--- src/rtl/tm_pkg.sv ---
package tm_pkg;
    localparam int TIME_W = 18;
    localparam int CHAN_W = 6;
    localparam int WORD_W = 32;

    localparam logic [7:0] HDR_TAG = 8'hA5;
    localparam logic [7:0] TRL_TAG = 8'h5A;

    typedef struct packed {
        logic [CHAN_W-1:0] chan;
        logic [TIME_W-1:0] t;
    } hit_t;

    typedef enum logic [2:0] {
        ST_IDLE, ST_H0, ST_H1, ST_H2, ST_SCAN, ST_T0, ST_T1, ST_T2
    } fr_state_e;

    function automatic logic [WORD_W-1:0] mk_record(input logic [CHAN_W-1:0] ch,
                                                    input logic [TIME_W-1:0] rel);
        return {{(WORD_W-TIME_W-CHAN_W){1'b0}}, ch, rel};
    endfunction
endpackage

--- src/rtl/tm_hit_ring.sv ---
module tm_hit_ring
    import tm_pkg::*;
#(
    parameter int DEPTH = 32,
    localparam int AW = $clog2(DEPTH),
    localparam int CW = $clog2(DEPTH + 1)
) (
    input  logic          clk,
    input  logic          rst,
    input  logic          wr_en,
    input  hit_t          wr_hit,
    input  logic          pop,
    input  logic [CW-1:0] rd_off,
    output hit_t          rd_hit,
    output logic [CW-1:0] count
);
    hit_t          mem [DEPTH];
    logic [AW-1:0] tail_q;
    logic [CW-1:0] cnt_q;
    logic          accept;

    assign accept = wr_en && (cnt_q < CW'(DEPTH));
    assign count  = cnt_q;
    assign rd_hit = mem[tail_q + rd_off[AW-1:0]];

    always_ff @(posedge clk) begin
        if (rst) begin
            tail_q <= '0;
            cnt_q  <= '0;
        end else begin
            if (accept) mem[tail_q + cnt_q[AW-1:0]] <= wr_hit;
            if (pop) tail_q <= tail_q + AW'(1);
            cnt_q <= cnt_q + CW'(accept) - CW'(pop);
        end
    end

    p_ring_bound_r2: assert property (@(posedge clk) disable iff (rst)
        cnt_q <= CW'(DEPTH));
    p_no_pop_empty_r7: assert property (@(posedge clk) disable iff (rst)
        pop |-> cnt_q != '0);
endmodule

--- src/rtl/tm_out_fifo.sv ---
module tm_out_fifo
    import tm_pkg::*;
#(
    parameter int DEPTH = 16,
    localparam int AW = $clog2(DEPTH),
    localparam int CW = $clog2(DEPTH + 1)
) (
    input  logic              clk,
    input  logic              rst,
    input  logic              push,
    input  logic [WORD_W-1:0] push_data,
    output logic              full,
    output logic              valid,
    output logic [WORD_W-1:0] data,
    input  logic              ready
);
    logic [WORD_W-1:0] mem [DEPTH];
    logic [AW-1:0]     rd_q, wr_q;
    logic [CW-1:0]     cnt_q;
    logic              pop;

    assign full  = (cnt_q == CW'(DEPTH));
    assign valid = (cnt_q != '0);
    assign data  = mem[rd_q];
    assign pop   = valid && ready;

    always_ff @(posedge clk) begin
        if (rst) begin
            rd_q  <= '0;
            wr_q  <= '0;
            cnt_q <= '0;
        end else begin
            if (push) begin
                mem[wr_q] <= push_data;
                wr_q      <= wr_q + AW'(1);
            end
            if (pop) rd_q <= rd_q + AW'(1);
            cnt_q <= cnt_q + CW'(push) - CW'(pop);
        end
    end

    p_no_push_full_r8: assert property (@(posedge clk) disable iff (rst)
        push |-> !full);
endmodule

--- src/rtl/tm_framer.sv ---
module tm_framer
    import tm_pkg::*;
#(
    parameter int          RING_DEPTH = 32,
    parameter int          LATENCY    = 200,
    parameter int          WINDOW     = 12,
    parameter logic [15:0] BOARD_ID   = 16'h0B01,
    localparam int CW = $clog2(RING_DEPTH + 1)
) (
    input  logic              clk,
    input  logic              rst,
    input  logic              trig_valid,
    input  logic [TIME_W-1:0] trig_time,
    input  logic [15:0]       trig_data,
    input  hit_t              ent,
    input  logic [CW-1:0]     ring_count,
    output logic [CW-1:0]     rd_off,
    output logic              ring_pop,
    input  logic              fifo_full,
    output logic              push,
    output logic [WORD_W-1:0] push_data,
    output logic              busy
);
    fr_state_e         st_q, st_d;
    logic [TIME_W-1:0] ws_q, rel;
    logic [15:0]       tdata_q;
    logic [31:0]       frame_q, wcnt_q;
    logic              ovf_q;
    logic [CW-1:0]     k_q;
    logic              is_match, is_old, at_end, rec_push, rec_drop, skip;

    assign rel      = ent.t - ws_q;
    assign at_end   = (k_q == ring_count);
    assign is_match = (rel < TIME_W'(WINDOW));
    assign is_old   = rel[TIME_W-1];
    assign rd_off   = k_q;
    assign busy     = (st_q != ST_IDLE);

    always_comb begin
        st_d      = st_q;
        push      = 1'b0;
        push_data = '0;
        ring_pop  = 1'b0;
        rec_push  = 1'b0;
        rec_drop  = 1'b0;
        skip      = 1'b0;
        unique case (st_q)
            ST_IDLE: if (trig_valid) st_d = ST_H0;
            ST_H0: begin
                push_data = {HDR_TAG, 8'h00, BOARD_ID};
                push = !fifo_full;
                if (push) st_d = ST_H1;
            end
            ST_H1: begin
                push_data = frame_q;
                push = !fifo_full;
                if (push) st_d = ST_H2;
            end
            ST_H2: begin
                push_data = {{(WORD_W-TIME_W){1'b0}}, ws_q};
                push = !fifo_full;
                if (push) st_d = ST_SCAN;
            end
            ST_SCAN: begin
                if (at_end) st_d = ST_T0;
                else if (is_match) begin
                    push_data = mk_record(ent.chan, rel);
                    rec_push  = !fifo_full;
                    rec_drop  = fifo_full;
                    push      = rec_push;
                    skip      = 1'b1;
                end else if (is_old) begin
                    if (k_q == '0) ring_pop = 1'b1;
                    else skip = 1'b1;
                end else st_d = ST_T0;
            end
            ST_T0: begin
                push_data = {TRL_TAG, 8'h00, tdata_q};
                push = !fifo_full;
                if (push) st_d = ST_T1;
            end
            ST_T1: begin
                push_data = wcnt_q;
                push = !fifo_full;
                if (push) st_d = ST_T2;
            end
            ST_T2: begin
                push_data = {31'b0, ovf_q};
                push = !fifo_full;
                if (push) st_d = ST_IDLE;
            end
            default: st_d = ST_IDLE;
        endcase
    end

    always_ff @(posedge clk) begin
        if (rst) begin
            st_q    <= ST_IDLE;
            ws_q    <= '0;
            tdata_q <= '0;
            frame_q <= '0;
            wcnt_q  <= '0;
            ovf_q   <= 1'b0;
            k_q     <= '0;
        end else begin
            st_q <= st_d;
            if (st_q == ST_IDLE && trig_valid) begin
                ws_q    <= trig_time - TIME_W'(LATENCY);
                tdata_q <= trig_data;
                wcnt_q  <= '0;
                ovf_q   <= 1'b0;
                k_q     <= '0;
            end
            if (st_q == ST_T2 && push) frame_q <= frame_q + 32'd1;
            if (skip) k_q <= k_q + CW'(1);
            if (rec_push) wcnt_q <= wcnt_q + 32'd1;
            if (rec_drop) ovf_q <= 1'b1;
        end
    end

    p_rec_reserved_r4: assert property (@(posedge clk) disable iff (rst)
        rec_push |-> push_data[WORD_W-1:TIME_W+CHAN_W] == '0);
    p_rec_in_window_r3: assert property (@(posedge clk) disable iff (rst)
        rec_push |-> push_data[TIME_W-1:0] < TIME_W'(WINDOW));
    p_busy_trig_ignored_r10: assert property (@(posedge clk) disable iff (rst)
        (trig_valid && busy && st_q != ST_T2) |=> $stable(frame_q));
endmodule

--- src/rtl/tdc_trig_match.sv ---
module tdc_trig_match
    import tm_pkg::*;
#(
    parameter int          RING_DEPTH = 32,
    parameter int          FIFO_DEPTH = 16,
    parameter int          LATENCY    = 200,
    parameter int          WINDOW     = 12,
    parameter logic [15:0] BOARD_ID   = 16'h0B01
) (
    input  logic        clk,
    input  logic        rst,
    input  logic        hit_valid,
    input  logic [5:0]  hit_chan,
    input  logic [17:0] hit_time,
    input  logic        trig_valid,
    input  logic [17:0] trig_time,
    input  logic [15:0] trig_data,
    output logic        busy,
    output logic        out_valid,
    output logic [31:0] out_data,
    input  logic        out_ready
);
    localparam int CW = $clog2(RING_DEPTH + 1);

    hit_t              wr_hit, rd_hit;
    logic              pop, push, full;
    logic [CW-1:0]     rd_off, count;
    logic [WORD_W-1:0] push_data;

    assign wr_hit = '{chan: hit_chan, t: hit_time};

    tm_hit_ring #(.DEPTH(RING_DEPTH)) u_ring (
        .clk(clk), .rst(rst), .wr_en(hit_valid), .wr_hit(wr_hit),
        .pop(pop), .rd_off(rd_off), .rd_hit(rd_hit), .count(count)
    );

    tm_framer #(.RING_DEPTH(RING_DEPTH), .LATENCY(LATENCY), .WINDOW(WINDOW),
                .BOARD_ID(BOARD_ID)) u_framer (
        .clk(clk), .rst(rst), .trig_valid(trig_valid), .trig_time(trig_time),
        .trig_data(trig_data), .ent(rd_hit), .ring_count(count), .rd_off(rd_off),
        .ring_pop(pop), .fifo_full(full), .push(push), .push_data(push_data),
        .busy(busy)
    );

    tm_out_fifo #(.DEPTH(FIFO_DEPTH)) u_fifo (
        .clk(clk), .rst(rst), .push(push), .push_data(push_data), .full(full),
        .valid(out_valid), .data(out_data), .ready(out_ready)
    );
endmodule

--- config.mk ---
export PLATFORM = sky130hd
export DESIGN_NAME = tdc_trig_match
export DESIGN_NICKNAME = d
export VERILOG_FILES = /design/src/rtl/tm_pkg.sv /design/src/rtl/tm_hit_ring.sv /design/src/rtl/tm_out_fifo.sv /design/src/rtl/tm_framer.sv /design/src/rtl/tdc_trig_match.sv
export SDC_FILE = /design/constraint.sdc
export NUM_CORES = 1
export LEC_CHECK = 0
export BUFFER_PORTS_ARGS = -buffer_cell sky130_fd_sc_hd__buf_2
export CAP_MARGIN = 20
export CORE_AREA = 2 2 291 580
export CTS_BUF_LIST = sky130_fd_sc_hd__clkbuf_16
export DETAILED_ROUTE_END_ITERATION = 8
export DIE_AREA = 0 0 293 582
export MAX_ROUTING_LAYER = met4
export PLACE_DENSITY = 0.56
export SYNTH_ARGS = -nofsm -noshare
export SYNTH_HDL_FRONTEND = slang
export SYNTH_HIERARCHICAL = 1
export SYNTH_SLANG_ARGS = --single-unit
--- constraint.sdc ---
create_clock -name clk -period 7 [get_ports clk]
set_input_delay 1.4 -clock clk [delete_from_list [all_inputs] [get_ports clk]]
set_output_delay 1.4 -clock clk [all_outputs]
set_load 0.02 [all_outputs]
==> results_dict.tcl <==
set metrics [dict create \
    p_clk_share_pct 34.6 \
    vias 30188 \
    fin_cells 5609 \
    synth_ff_type "edfxtp_1" \
    p_sw_share_pct 26.9 \
    worstSkewPairLatency_ps 780 \
    layout.nets 3480 \
    htree_levels 4 \
    async_flop_share_pct 0 \
    crit_type "flip-flop to flip-flop" \
    dieArea_um2 171000 \
    wl_mm 147 \
    ir_drop_v 0.000179 \
    drive_above_1_share_pct 27.2 \
    synth_seq_area_share_pct 71.2 \
    synth_area_per_cell_um2 18.3 \
    finalCritPeriodShare_pct 96.0 \
    yosys_register_bits 1416 \
    rows 212 \
    p_sw_w 0.00551 \
    dpl.cell_count 5346 \
    outcome "complete, no violations" \
    area_growth_pct 14.8 \
    start_util_pct 34.7 \
    power.density_nw_per_um2 309 \
    grt_pass1_vias 31564 \
    synthTopCellsByArea "edfxtp_1 67%, mux4_2 12%, dfxtp_1 4.7%" \
    fin_crit_ps 6720 \
    drv_slew 0 \
    drtPass1Iterations 5 \
    cts.sinks 1416 \
    synth_cell_types 75 \
    die-width_um 293 \
    post-place-ws_ps -34.4 \
    drt_iter0_drc 1958 \
    cp-end-kind "flip-flop" \
    ys_warn_count 6 \
    netlist_area_um2 57800 \
    core_area_um2 166000 \
    grt_pass1_wl_mm 213 \
    numPortBuffers 96 \
    fp.dieH_um 582 \
    finalHoldViolCount 0 \
    hold_class "flip-flop to flip-flop" \
    p_int_w 0.0150 \
    cp_max_fo 29 \
    finalPower_w 0.0205 \
    post_drt_wl_per_cell_um 26.2 \
    clk_pin_slew_ps 70 \
    antenna_left 0 \
    pwr-share-comb_pct 17.1 \
    finClkSkew_ps 70.9 \
    grt_overflow 0 \
    worst_pin_slew_ps 1180 \
    hold_slack_ps 462 \
    gp_congestion 0.813 \
    synthCells 3152 \
    synth_top_cell_by_area "edfxtp_1" \
    setup_viol 0 \
    cts_made_buffers 138 \
    max_freq_mhz 149 \
    final_area_um2 66300 \
    grt_max_degree 87 \
    leakage_nw 21.1 \
    postPlaceCellArea_um2 61800 \
    fin_ws_ps 282 \
    clk_path_buf_depth 4 \
    synthTopCellsByCount "1,280 x edfxtp_1, 320 x mux4_2, 163 x nand2_1" \
    rsz0062_at_grt "false" \
    antenna_found_initial 22 \
    syn-num-nets 3273 \
    synth-edff-count 1280 \
    cts_tree "done" \
    drv_cap 0 \
    grt_usage_pct 17.5 \
    p_seq_share_pct 48.2 \
    cts-root-buf "clkbuf_16" \
    synth_top_area_share_pct 66.5 \
    synth.most_common_cell "edfxtp_1" \
    post-dp-hpwl_mm 95.6 \
    cp.required_ps 7420 \
    startpoint_type "flip-flop" \
    worstPathArrival_ps 7140 \
    io_pins 97 \
    route.detailed.drc 0 \
    routed_via_density 5.38 \
    max-slew-margin-rel_pct 21.4 \
]
-- registers in the layout, summed over array words and instances, names as in the netlist, named ones only --
name,flops
u_ring/mem,768
u_fifo/mem,512
u_framer/frame_q,32
u_framer/wcnt_q,32
u_framer/ws_q,18
u_framer/tdata_q,16
u_framer/rd_off,6
u_ring/count,6
u_fifo/cnt_q,5
u_ring/tail_q,5
u_fifo/rd_q,4
u_fifo/wr_q,4
u_framer/st_q,3
u_framer/ovf_q,1
-- power groups by stage --
stage                     logic (W)  registers [W]  clock network [W]
after global routing        0.00383        0.00991            0.00760
after detailed placement    0.00354         0.0101                  0
after CTS                   0.00355        0.00989            0.00729
after global placement      0.00351         0.0101                  0
final                       0.00351        0.00988            0.00710
after floorplan             0.00240        0.00993                  0
-- worst max-delay path: stages, from the launching register on --
cell      delay (ps)
dfxtp_1          390
ha_4             150
inv_1             50
fa_4             790
clkbuf_4         210
buf_12           220
mux4_2           320
mux2_2           310
o22ai_1          290
a221oi_2         100
ha_1             410
o211ai_1         150
o211ai_2         260
nand3_2          170
a21o_1           210
o21a_1           190
a311o_1          340
o41a_4           550
nor2_1           100
buf_4            160
nor2b_2          230
nor3b_4          260
and2_2           260
buf_12           200
-- repair_timing --
action | in CTS | in global routing
endpoints found under the setup margin | 145 | 515
pin swaps | 0 | 1
hold buffers | 0 | 0
buffers inserted | 0 | 3
resized for setup | 3 | 24
cloned | 0 | 4
-- stage by stage --
step           TNS (ps)  utilization (%)
6_report              0             39.9
5_1_grt               0             39.9
3_5_place_dp      -2360             37.1
4_1_cts               0             39.7
2_1_floorplan         0                -
3_3_place_gp          0             37.1
-- final timing paths --
check / slack (ps) / to / cells past startpoint / start
worst max-delay path: 280 / u_fifo/mem[1][21]$_DFFE_PP_ / 23 / u_framer/rd_off[0]$_SDFFE_PP0P_
worst min-delay path: 460 / u_framer/tdata_q[0]$_SDFFE_PP0P_ / 2 / u_framer/tdata_q[0]$_SDFFE_PP0P_
worst max register to register: 280 / u_fifo/mem[1][21]$_DFFE_PP_ / 23 / u_framer/rd_off[0]$_SDFFE_PP0P_
worst min register to register: 460 / u_framer/tdata_q[0]$_SDFFE_PP0P_ / 2 / u_framer/tdata_q[0]$_SDFFE_PP0P_
-- layout make-up --
class                      count  area [µm²]
fill                       14885      100000
sequential                  1416       41200
multi-input combinational   1496       15900
clock buffer                 140        3500
tap                         2140        2680
timing repair buffer         250        2130
clock inverter                98         724
inverter                      57         214
antenna                       12        30.0
-- kinds of logic (layout without fill, tap and decap cells) --
kind of cell	count (synthesis)	in the layout	share of synthesized area (%)
xor gates and xnor gates	54	54	0.851
adders and majority gates	58	58	1.32
muxes	439	439	14.7
and+or+nand+nor	512	512	4.41
other	0	12	0
buffers and inverters	240	545	2.01
DFF	1416	1416	71.2
AOI/OAI and AO/OA	433	433	5.51
-- per-layer routing --
metal,part of all wire (%),routed length [µm],track usage (%)
met4,3.4,4990,5.44
met3,4.1,6050,2.55
met1,36,52300,18.3
met2,57,83300,33.4
met5,0,0,-
-- placed cells by master (no fill, tap or decap), types with 19 or more instances in the layout --
master        n
nand3_1      63
buf_12       28
a211oi_1     23
mux2_2       60
clkinv_1     23
o21ai_0      30
a221oi_2     21
buf_2        95
a22oi_1      75
edfxtp_1   1280
nor2_4       33
xor2_1       31
o31ai_1      33
dfxtp_1     133
mux2i_1      59
o22ai_1      21
inv_1        82
clkinv_2     20
nand2_1     163
buf_4       117
mux4_2      320
and3_1       23
a21o_1       19
clkbuf_16   144
a21oi_1      98
nor2_1       64
or3_1        27
or4_1        29
xnor2_1      21
ha_1         49
No activity file was read; power rests on OpenSTA's default activity.
